## src/rtl/vscan_pkg.sv

```systemverilog
package vscan_pkg;
  typedef struct packed {
    logic ref_smp;
    logic seg_start;
    logic ref_blk;
    logic blk_end;
  } vscan_flags_t;
endpackage

```

## src/rtl/vscan_pos.sv

```systemverilog
module vscan_pos #(
  parameter int DIM_W   = 12,
  parameter int STRIP_H = 16,
  parameter int OFF_W   = $clog2(STRIP_H)
) (
  input  logic             clk_i,
  input  logic             rst_ni,
  input  logic             init_i,
  input  logic             step_i,
  input  logic [DIM_W-1:0] width_i,
  input  logic [DIM_W-1:0] height_i,
  output logic             blk_first_o,
  output logic             blk_last_o,
  output logic             col_last_o,
  output logic             scan_last_o
);
  logic [OFF_W-1:0] off_q;
  logic [DIM_W-1:0] col_q, srow_q;
  logic [DIM_W:0]   srow_nxt;

  assign blk_first_o = (off_q == '0);
  assign blk_last_o  = (off_q == OFF_W'(STRIP_H - 1));
  assign col_last_o  = (col_q == width_i - DIM_W'(1));
  assign srow_nxt    = {1'b0, srow_q} + (DIM_W+1)'(STRIP_H);
  assign scan_last_o = blk_last_o & col_last_o & (srow_nxt >= {1'b0, height_i});

  always_ff @(posedge clk_i or negedge rst_ni) begin
    if (!rst_ni) begin
      off_q  <= '0;
      col_q  <= '0;
      srow_q <= '0;
    end else if (init_i) begin
      off_q  <= '0;
      col_q  <= '0;
      srow_q <= '0;
    end else if (step_i) begin
      if (!blk_last_o) begin
        off_q <= off_q + OFF_W'(1);
      end else begin
        off_q <= '0;
        if (!col_last_o) begin
          col_q <= col_q + DIM_W'(1);
        end else begin
          col_q  <= '0;
          srow_q <= srow_nxt[DIM_W-1:0];
        end
      end
    end
  end
endmodule

```

## src/rtl/vscan_addr.sv

```systemverilog
module vscan_addr #(
  parameter int ADDR_W  = 24,
  parameter int DIM_W   = 12,
  parameter int STRIP_H = 16
) (
  input  logic              clk_i,
  input  logic              rst_ni,
  input  logic              init_i,
  input  logic              step_i,
  input  logic              blk_last_i,
  input  logic              col_last_i,
  input  logic [DIM_W-1:0]  width_i,
  output logic [ADDR_W-1:0] addr_o
);
  localparam int OFF_W = $clog2(STRIP_H);

  logic [ADDR_W-1:0] addr_q, top_q, sbase_q;
  logic [ADDR_W-1:0] stride_w, stride_s, sbase_nxt;

  assign stride_w = ADDR_W'(width_i);

  generate
    if ((STRIP_H & (STRIP_H - 1)) == 0) begin : g_shift
      assign stride_s = stride_w << OFF_W;
    end else begin : g_mult
      assign stride_s = stride_w * ADDR_W'(STRIP_H);
    end
  endgenerate

  assign sbase_nxt = sbase_q + stride_s;

  // addr walks down by width; top_q tracks the current column head
  always_ff @(posedge clk_i or negedge rst_ni) begin
    if (!rst_ni) begin
      addr_q  <= '0;
      top_q   <= '0;
      sbase_q <= '0;
    end else if (init_i) begin
      addr_q  <= '0;
      top_q   <= '0;
      sbase_q <= '0;
    end else if (step_i) begin
      if (!blk_last_i) begin
        addr_q <= addr_q + stride_w;
      end else if (!col_last_i) begin
        top_q  <= top_q + ADDR_W'(1);
        addr_q <= top_q + ADDR_W'(1);
      end else begin
        sbase_q <= sbase_nxt;
        top_q   <= sbase_nxt;
        addr_q  <= sbase_nxt;
      end
    end
  end

  assign addr_o = addr_q;
endmodule

```

## src/rtl/vscan_blk_ctr.sv

```systemverilog
module vscan_blk_ctr #(
  parameter int REF_W       = 8,
  parameter int REF_DEF     = 32,
  parameter int SEG_BLOCKS  = 64,
  parameter int REGION_COLS = 128
) (
  input  logic             clk_i,
  input  logic             rst_ni,
  input  logic             init_i,
  input  logic             step_i,
  input  logic             blk_last_i,
  input  logic             col_last_i,
  input  logic             load_i,
  input  logic [REF_W-1:0] interval_i,
  output logic             ref_zero_o,
  output logic             seg_zero_o
);
  localparam int RC_W  = $clog2(REGION_COLS);
  localparam int SEG_W = $clog2(SEG_BLOCKS);

  logic [RC_W-1:0]  rcol_q;
  logic [REF_W-1:0] ref_q, ival_q;
  logic [SEG_W-1:0] seg_q;
  logic [REF_W:0]   ref_inc;
  logic             region_end;

  assign ref_inc    = {1'b0, ref_q} + (REF_W+1)'(1);
  assign region_end = col_last_i | (rcol_q == RC_W'(REGION_COLS - 1));

  always_ff @(posedge clk_i or negedge rst_ni) begin
    if (!rst_ni) begin
      ival_q <= REF_W'(REF_DEF);
    end else if (load_i && interval_i != '0) begin
      ival_q <= interval_i;
    end
  end

  always_ff @(posedge clk_i or negedge rst_ni) begin
    if (!rst_ni) begin
      rcol_q <= '0;
      ref_q  <= '0;
      seg_q  <= '0;
    end else if (init_i) begin
      rcol_q <= '0;
      ref_q  <= '0;
      seg_q  <= '0;
    end else if (step_i && blk_last_i) begin
      if (region_end) begin
        rcol_q <= '0;
        ref_q  <= '0;
        seg_q  <= '0;
      end else begin
        rcol_q <= rcol_q + RC_W'(1);
        // >= keeps a shrunken interval from overrunning
        ref_q  <= (ref_inc >= {1'b0, ival_q}) ? '0 : ref_inc[REF_W-1:0];
        seg_q  <= (seg_q == SEG_W'(SEG_BLOCKS - 1)) ? '0 : seg_q + SEG_W'(1);
      end
    end
  end

  assign ref_zero_o = (ref_q == '0);
  assign seg_zero_o = (seg_q == '0);
endmodule

```

## src/rtl/vscan_addr_gen.sv

```systemverilog
module vscan_addr_gen
  import vscan_pkg::*;
#(
  parameter int ADDR_W      = 24,
  parameter int DIM_W       = 12,
  parameter int STRIP_H     = 16,
  parameter int REGION_COLS = 128,
  parameter int SEG_BLOCKS  = 64,
  parameter int REF_W       = 8,
  parameter int REF_DEF     = 32
) (
  input  logic              clk_i,
  input  logic              rst_ni,
  input  logic              start_i,
  input  logic [DIM_W-1:0]  width_i,
  input  logic [DIM_W-1:0]  height_i,
  input  logic              ready_i,
  input  logic              load_i,
  input  logic [REF_W-1:0]  interval_i,
  output logic [ADDR_W-1:0] addr_o,
  output logic              valid_o,
  output logic              ref_o,
  output logic              seg_start_o,
  output logic              ref_blk_o,
  output logic              blk_end_o,
  output logic              done_o
);
  logic busy_q, done_q, init, step;
  logic [DIM_W-1:0] w_q, h_q;
  logic blk_first, blk_last, col_last, scan_last, ref_zero, seg_zero;
  vscan_flags_t flags;

  assign init = start_i & ~busy_q;
  assign step = busy_q & ready_i;

  always_ff @(posedge clk_i or negedge rst_ni) begin
    if (!rst_ni) begin
      busy_q <= 1'b0;
      done_q <= 1'b0;
      w_q    <= '0;
      h_q    <= '0;
    end else begin
      done_q <= 1'b0;
      if (init) begin
        busy_q <= 1'b1;
        w_q    <= width_i;
        h_q    <= height_i;
      end else if (step && scan_last) begin
        busy_q <= 1'b0;
        done_q <= 1'b1;
      end
    end
  end

  vscan_pos #(.DIM_W(DIM_W), .STRIP_H(STRIP_H)) u_pos (
    .clk_i(clk_i), .rst_ni(rst_ni), .init_i(init), .step_i(step),
    .width_i(w_q), .height_i(h_q),
    .blk_first_o(blk_first), .blk_last_o(blk_last),
    .col_last_o(col_last), .scan_last_o(scan_last)
  );

  vscan_addr #(.ADDR_W(ADDR_W), .DIM_W(DIM_W), .STRIP_H(STRIP_H)) u_addr (
    .clk_i(clk_i), .rst_ni(rst_ni), .init_i(init), .step_i(step),
    .blk_last_i(blk_last), .col_last_i(col_last), .width_i(w_q),
    .addr_o(addr_o)
  );

  vscan_blk_ctr #(
    .REF_W(REF_W), .REF_DEF(REF_DEF),
    .SEG_BLOCKS(SEG_BLOCKS), .REGION_COLS(REGION_COLS)
  ) u_blk (
    .clk_i(clk_i), .rst_ni(rst_ni), .init_i(init), .step_i(step),
    .blk_last_i(blk_last), .col_last_i(col_last),
    .load_i(load_i), .interval_i(interval_i),
    .ref_zero_o(ref_zero), .seg_zero_o(seg_zero)
  );

  always_comb begin
    flags.ref_smp   = busy_q & ref_zero & blk_first;
    flags.seg_start = busy_q & seg_zero & blk_first;
    flags.ref_blk   = busy_q & ref_zero;
    flags.blk_end   = busy_q & blk_last;
  end

  assign valid_o     = busy_q;
  assign done_o      = done_q;
  assign ref_o       = flags.ref_smp;
  assign seg_start_o = flags.seg_start;
  assign ref_blk_o   = flags.ref_blk;
  assign blk_end_o   = flags.blk_end;
endmodule

```

## config.mk

```make
export PLATFORM = sky130hd
export DESIGN_NAME = vscan_addr_gen
export DESIGN_NICKNAME = d
export VERILOG_FILES = /design/src/rtl/vscan_pkg.sv /design/src/rtl/vscan_pos.sv /design/src/rtl/vscan_addr.sv /design/src/rtl/vscan_blk_ctr.sv /design/src/rtl/vscan_addr_gen.sv
export SDC_FILE = /design/constraint.sdc
export NUM_CORES = 1
export LEC_CHECK = 0
export ABC_CLOCK_PERIOD_IN_PS = 7520
export BUFFER_PORTS_ARGS = -buffer_cell sky130_fd_sc_hd__buf_2
export CAP_MARGIN = 0
export CORE_UTILIZATION = 30
export DETAILED_ROUTE_END_ITERATION = 8
export GPL_TIMING_DRIVEN = 0
export PLACE_DENSITY_LB_ADDON = 0.15
export SYNTH_ARGS = -nofsm -noshare
export SYNTH_HDL_FRONTEND = slang
export SYNTH_HIERARCHICAL = 1
export SYNTH_SLANG_ARGS = --single-unit
```

## constraint.sdc

```tcl
create_clock -name clk_i -period 7.52 [get_ports clk_i]
set_input_delay 1.504 -clock clk_i [delete_from_list [all_inputs] [get_ports clk_i]]
set_output_delay 1.504 -clock clk_i [all_outputs]
set_load 0.005 [all_outputs]
```

==> results.toml, run 1 <==
[route]
drtAntennaViolNets = 0
dr.pass1.iters = 5
route.vias.total = 8660
drt_iter0_markers = 574
drc = 0
wl_per_cell_um = 17.3
postRouteWirelength_um = 28900
vias_per_cell = 5.19

[global_routing]
grt.total_usage = 0.175
grt_max_degree = 112
grt_antenna_before_repair = 2
grt_pass1_vias = 8234
grt_pass1_wl_um = 46400
overflow = 0

[synthesis]
yosys.area.top_type_share = 0.360
synth_xor_area_frac = 0.0699
synth-compound-area-share = 0.181
ys_top_cells_by_count = "146 x dfrtp_1, 122 x nand2_1, 101 x nor2_1, 67 x a21oi_1, 54 x o21ai_0"
synthArstFlopShare = 1.00
synth-edff-count = 0
seq_area_frac_synth = 0.363
synth_cell_types = 90
syn_nets = 1217
synth_area_leaders = "dfrtp_1 36%, ha_1 6.3%, nand2_1 4.5%, xnor2_1 3.9%, nor2_1 3.7%"
avgSynthCellArea_um2 = 9.00
synth_top_family_by_area = "simple AND/OR/NAND/NOR gates"
yosys_warnings = 6
yosysMostFrequentCell = "dfrtp_1"
synthMuxAreaShare = 0.0526
yosysTopAreaCell = "dfrtp_1"
synth-adder-area-share = 0.0669
yosys.area_share.simple = 0.223
synth_flop_cell = "dfrtp_1"
synth_area_mm2 = 0.0101
ys_ff_latch = 147
syn_inst = 1127

[place]
port_buffers = 65
hpwl_um = 21100
gp_congestion = 0.839

[min_path]
hold-path-endpoint = "u_blk/ival_q[5]"
hp-class = "flip-flop to flip-flop"
hp-start = "u_blk/ival_q[5]"
holdPathStages = 2

[power_and_ir_drop]
p_comb_frac = 0.294
pwr-share-seq = 0.366
p_leak_nw = 5.26
p_int_mw = 1.87
clkPwrFrac = 0.340
power_density_mw_per_mm2 = 243
swShare = 0.343
p_switching_mw = 0.979
vdd_drop_max_mv = 0.163

[worst_setup_path]
crit_required_ps = 7860
crit_family = "simple AND/OR/NAND/NOR gates"
r2r_cells = 11
crit_slowest_cell = "nor3_1"
critPathKind = "flip-flop to flip-flop"
cp.depth = 11
r2r_end = "u_addr/addr_o[18]"
critPathMaxFanout = 10
crit_buf_inv = 4
critPathMaxStageDelay_ps = 650
rr_startpoint = "w_q[1]"
cp-end-kind = "flip-flop"
r2r_setup_slack_ps = 2450
path_cells = "or3_1 > buf_2 > or4_4 > a2111oi_4 > nand4_1 > nor3_1 > clkbuf_1 > clkbuf_1 > clkbuf_1 > nand2_1 > o211ai_1"
worstSetupStartpointType = "flip-flop"
arrival_ps = 5410
cp_common_cell = "clkbuf_1"

[clock_network]
cts_setup_buffers = 0
h-tree-depth = 4
ctsHoldBuffers = 0
numCtsBuffers = 17
clkTransAtPathRegs_ps = 70
cts_resized = 0
tritoncts = "built"
cts.sinks = 147
cts_root_buffer = "clkbuf_16"
insertion_delay_ps = 440
ctsLongestPathBuffers = 2

[run]
maxCapViolations = 0

[floorplanning]
core-area_mm2 = 0.0329
fp.dieH_um = 186
ios = 67
fp.dieW_um = 186
num_rows = 66
start_util = 0.309
die_area_mm2 = 0.0345

[layout]
nets = 1302
fillerInstances = 3453
area_growth_pct = 15.5
utilization = 0.356
layout-drive-gt1-share = 0.141

[outcome]
status = "complete, no violations"

[sta]
max-slew-margin-rel = 0.483
rsz0062_at_grt = "no"
finalCriticalPeriod_ps = 5070
fin_crit_sh = 0.674
slew_violations = 0
max_freq_mhz = 197
worst_pin_slew_ps = 769
setup_violations = 0
tns_ps = 0
fin_skew_ps = 14.8
hold_viol_final = 0
==> cell usage in the layout, fill, tap and decap left out, types with 8 or more instances in the layout <==
cell and count:
a211oi_1 15, a21o_1 17, a21oi_1 67, a22o_1 13
a31oi_1 13, and3_1 22, buf_2 69, clkbuf_1 38
clkbuf_16 17, dfrtp_1 146, ha_1 51, inv_1 45
mux2_4 19, mux2i_1 9, nand2_1 122, nand2b_1 11
nand3_1 41, nand4_1 14, nor2_1 101, nor2b_1 17
nor3_1 33, nor4_1 19, o21a_1 8, o21ai_0 54
o31ai_1 10, xnor2_1 45, xor2_1 36
==> per-layer routing <==
layer / track usage / wire length [µm] / vias up
met2: 0.274 / 13200 / 149
met1: 0.247 / 14400 / 4242
met3: 0.0297 / 919 / 25
met5: 0 / 23 / -
met4: 0.0459 / 354 / 4
li1: - / - / 4240
==> how the worst max path moves through the flow <==
stage	start	to	slack [ps]
after floorplan	w_q[0]	u_addr/top_q[16]	3970
after detailed placement	w_q[1]	u_addr/addr_o[18]	2400
after global routing	w_q[1]	u_addr/top_q[21]	2100
after global placement	w_q[1]	u_addr/addr_o[18]	2360
final	w_q[1]	u_addr/addr_o[18]	2450
after CTS	w_q[1]	u_addr/addr_o[18]	2370
==> through the flow <==
stage	hold slack, ps	cells	worst slack (ps)	power, mW	instance area [µm²]
after floorplan	439	1127	3970	1.62	10100
after CTS	466	1667	2370	2.89	11700
final	464	1668	2450	2.85	11700
after global routing	495	1667	2100	3.05	11700
after detailed placement	455	1635	2400	1.90	11100
after global placement	450	1634	2360	1.89	11000
==> worst min-delay path: cells and delay by family, from the launching register on <==
| kind | cells | cell delay (ps) |
|---|---|---|
| DFF | 1 | 370 |
| and+or+nand+nor | 2 | 100 |
==> final cells by class <==
| class | instances | area (µm²) | area share |
|---|---|---|---|
| plain buffers | 52 | 274 | 0.0234 |
| well taps | 442 | 553 | 0.0472 |
| flip-flops and latches | 147 | 3680 | 0.314 |
| multi-input cells | 883 | 6020 | 0.514 |
| inverters | 45 | 169 | 0.0144 |
| diodes | 1 | 2.50 | 0.000214 |
| clock buffers | 20 | 447 | 0.0381 |
| repair buffers | 66 | 363 | 0.0310 |
| clock inverters | 12 | 203 | 0.0173 |
==> state kept, by name, summed over array words and instances (netlist names), 8 cells and up <==
| register | count |
|---|---|
| u_pos/col_q | 12 |
| u_addr/sbase_q | 20 |
| u_addr/top_q | 24 |
| u_addr/addr_o | 24 |
| h_q | 12 |
| w_q | 12 |
| u_pos/srow_q | 8 |
| u_blk/ref_q | 8 |
| u_blk/ival_q | 8 |
==> kinds of logic (layout without fill, tap and decap cells) <==
family / after synthesis / count (layout)
AND/OR/NAND/NOR: 440 / 440
AO/OA/AOI/OAI: 267 / 267
flip-flops: 147 / 147
buffers and inverters: 97 / 195
XOR/XNOR: 81 / 81
adder cells (fa/ha/maj): 53 / 53
multiplexers: 42 / 42
other: 0 / 1
==> power groups by stage <==
stage	sequential, mW	clock [mW]	combinational (mW)
final	1.04	0.969	0.838
after global placement	1.06	0	0.833
after floorplan	1.02	0	0.602
after detailed placement	1.06	0	0.835
after global routing	1.07	1.03	0.950
after CTS	1.05	1.00	0.842
Note: power is estimated with default switching activity, not from simulation.
==> run 2, diff against run 1 <==
- ABC_CLOCK_PERIOD_IN_PS: 7520 -> 5300
- clock period: 7.52 -> 5.3 ns (I/O delays scaled with it)
==> results.toml, run 2 (synthesized netlist as in run 1, its figures left out) <==
[global_routing]
overflow = 0
grt_antenna_before_repair = 2
grt_pass1_vias = 8234
grt_max_degree = 112
grt_pass1_wl_um = 46400
grt.total_usage = 0.175

[layout]
seq_area_mm2 = 0.00368
nets = 1302
layout-drive-gt1-share = 0.142
fin_area_mm2 = 0.0117
final_cell_mix = "146 x dfrtp_1, 122 x nand2_1, 101 x nor2_1"
utilization = 0.356
fillerInstances = 3452
multi_input_area_mm2 = 0.00602
area_growth_pct = 15.5
layout.cells.most_common = "dfrtp_1"

[clock_network]
insertion_delay_ps = 440
tritoncts = "built"
cts.sinks = 147
cts_root_buffer = "clkbuf_16"
ctsLongestPathBuffers = 2
cts_setup_buffers = 0
numCtsBuffers = 17
ctsHoldBuffers = 0
clkTransAtPathRegs_ps = 70
h-tree-depth = 4

[floorplanning]
fp.dieH_um = 186
fp.dieW_um = 186
start_util = 0.309
die_area_mm2 = 0.0345
num_rows = 66
ios = 67
core-area_mm2 = 0.0329

[worst_setup_path]
crit_slowest_cell = "dfrtp_1"
worstSetupStartpointType = "flip-flop"
critPathMaxFanout = 10
critPathMaxStageDelay_ps = 560
arrival_ps = 5190
cp_common_cell = "clkbuf_1"
r2r_setup_slack_ps = 450
path_cells = "or3_1 > buf_2 > or4_4 > a2111oi_4 > nand4_1 > nor3_2 > clkbuf_1 > clkbuf_1 > clkbuf_1 > nand2_1 > o211ai_1"
cp-end-kind = "flip-flop"
crit_buf_inv = 4
crit_family = "simple AND/OR/NAND/NOR gates"
crit_required_ps = 5640
critPathKind = "flip-flop to flip-flop"

[sta]
slew_violations = 0
max_freq_mhz = 206
rsz0062_at_grt = "no"
finalWorstSetupSlack_ps = 454
hold_slack_ps = 464
fin_skew_ps = 15.3
tns_ps = 0
worst_pin_slew_ps = 769
max-slew-margin-rel = 0.483
setup_violations = 0
fin_crit_sh = 0.914
hold_viol_final = 0
finalCriticalPeriod_ps = 4850

[route]
postRouteWirelength_um = 28900
drt_iter0_markers = 598
drc = 0
wl_per_cell_um = 17.3
drtAntennaViolNets = 0
route.vias.total = 8638
vias_per_cell = 5.18
dr.pass1.iters = 4

[run]
maxCapViolations = 0

[place]
port_buffers = 65
place_area_mm2 = 0.0111
gp_congestion = 0.839
dp_worst_setup_slack_ps = 180
hpwl_um = 21100

[power_and_ir_drop]
vdd_drop_max_mv = 0.232
power_density_mw_per_mm2 = 345
p_leak_nw = 5.26

[min_path]
hp-class = "flip-flop to flip-flop"

[outcome]
status = "complete, no violations"
run 2: changes by cell type in the layout (fill, tap and decap cells not counted):
| cell | previous run | this run |
|---|---|---|
| nor3_1 | 33 | 32 |
| nor3_2 | 0 | 1 |
run 2: area by class of cell:
class	instances	area share
Antenna cell	1	0.000214
Buffer	52	0.0234
Clock buffer	20	0.0381
Clock inverter	12	0.0173
Inverter	45	0.0144
Multi-Input combinational cell	883	0.514
Sequential cell	147	0.314
Tap cell	442	0.0472
Timing Repair Buffer	66	0.0310
run 2: power by group:
part | switching, mW | total, mW | internal, mW
logic | 0.659 | 1.19 | 0.528
clock network | 0.523 | 1.37 | 0.851
registers | 0.204 | 1.48 | 1.28
total | 1.39 | 4.04 | 2.66
run 2: path summary, 6_finish.rpt:
| check | start | end | cells past startpoint |
|---|---|---|---|
| worst max-delay path | w_q[1] | u_addr/addr_o[18] | 11 |
| worst min-delay path | u_blk/ival_q[5] | u_blk/ival_q[5] | 2 |
| worst max register to register | w_q[1] | u_addr/addr_o[18] | 11 |
| worst min register to register | u_blk/ival_q[5] | u_blk/ival_q[5] | 2 |
| max in group asynchronous | rst_ni | u_addr/addr_o[3] | 2 |
| min in group asynchronous | rst_ni | u_blk/ival_q[1] | 1 |
run 2: worst register-to-register path, delay by kind of cell, from the launching register on:
family / cells / cell delay (ps)
AND/OR/NAND/NOR: 5 / 1980
AO/OA/AOI/OAI: 2 / 750
flip-flops: 1 / 560
buffers and inverters: 4 / 1450
run 2: repair_timing:
| item | CTS | global route |
|---|---|---|
| hold endpoints to repair | 0 | 0 |
| gates resized for setup | 0 | 1 |
| endpoints found under the setup margin | 0 | 9 |
run 2: metrics by stage:
step | power [mW] | cells
2_1_floorplan | 2.30 | 1127
3_3_place_gp | 2.68 | 1634
3_5_place_dp | 2.69 | 1635
4_1_cts | 4.10 | 1667
5_1_grt | 4.32 | 1667
6_report | 4.04 | 1668
run 2: layer usage:
metal | GRT usage | vias to the layer above | routed length (µm)
met5 | 0 | - | 23
met4 | 0.0459 | 4 | 354
met3 | 0.0297 | 25 | 887
met2 | 0.274 | 152 | 13200
met1 | 0.247 | 4218 | 14400
li1 | - | 4239 | -
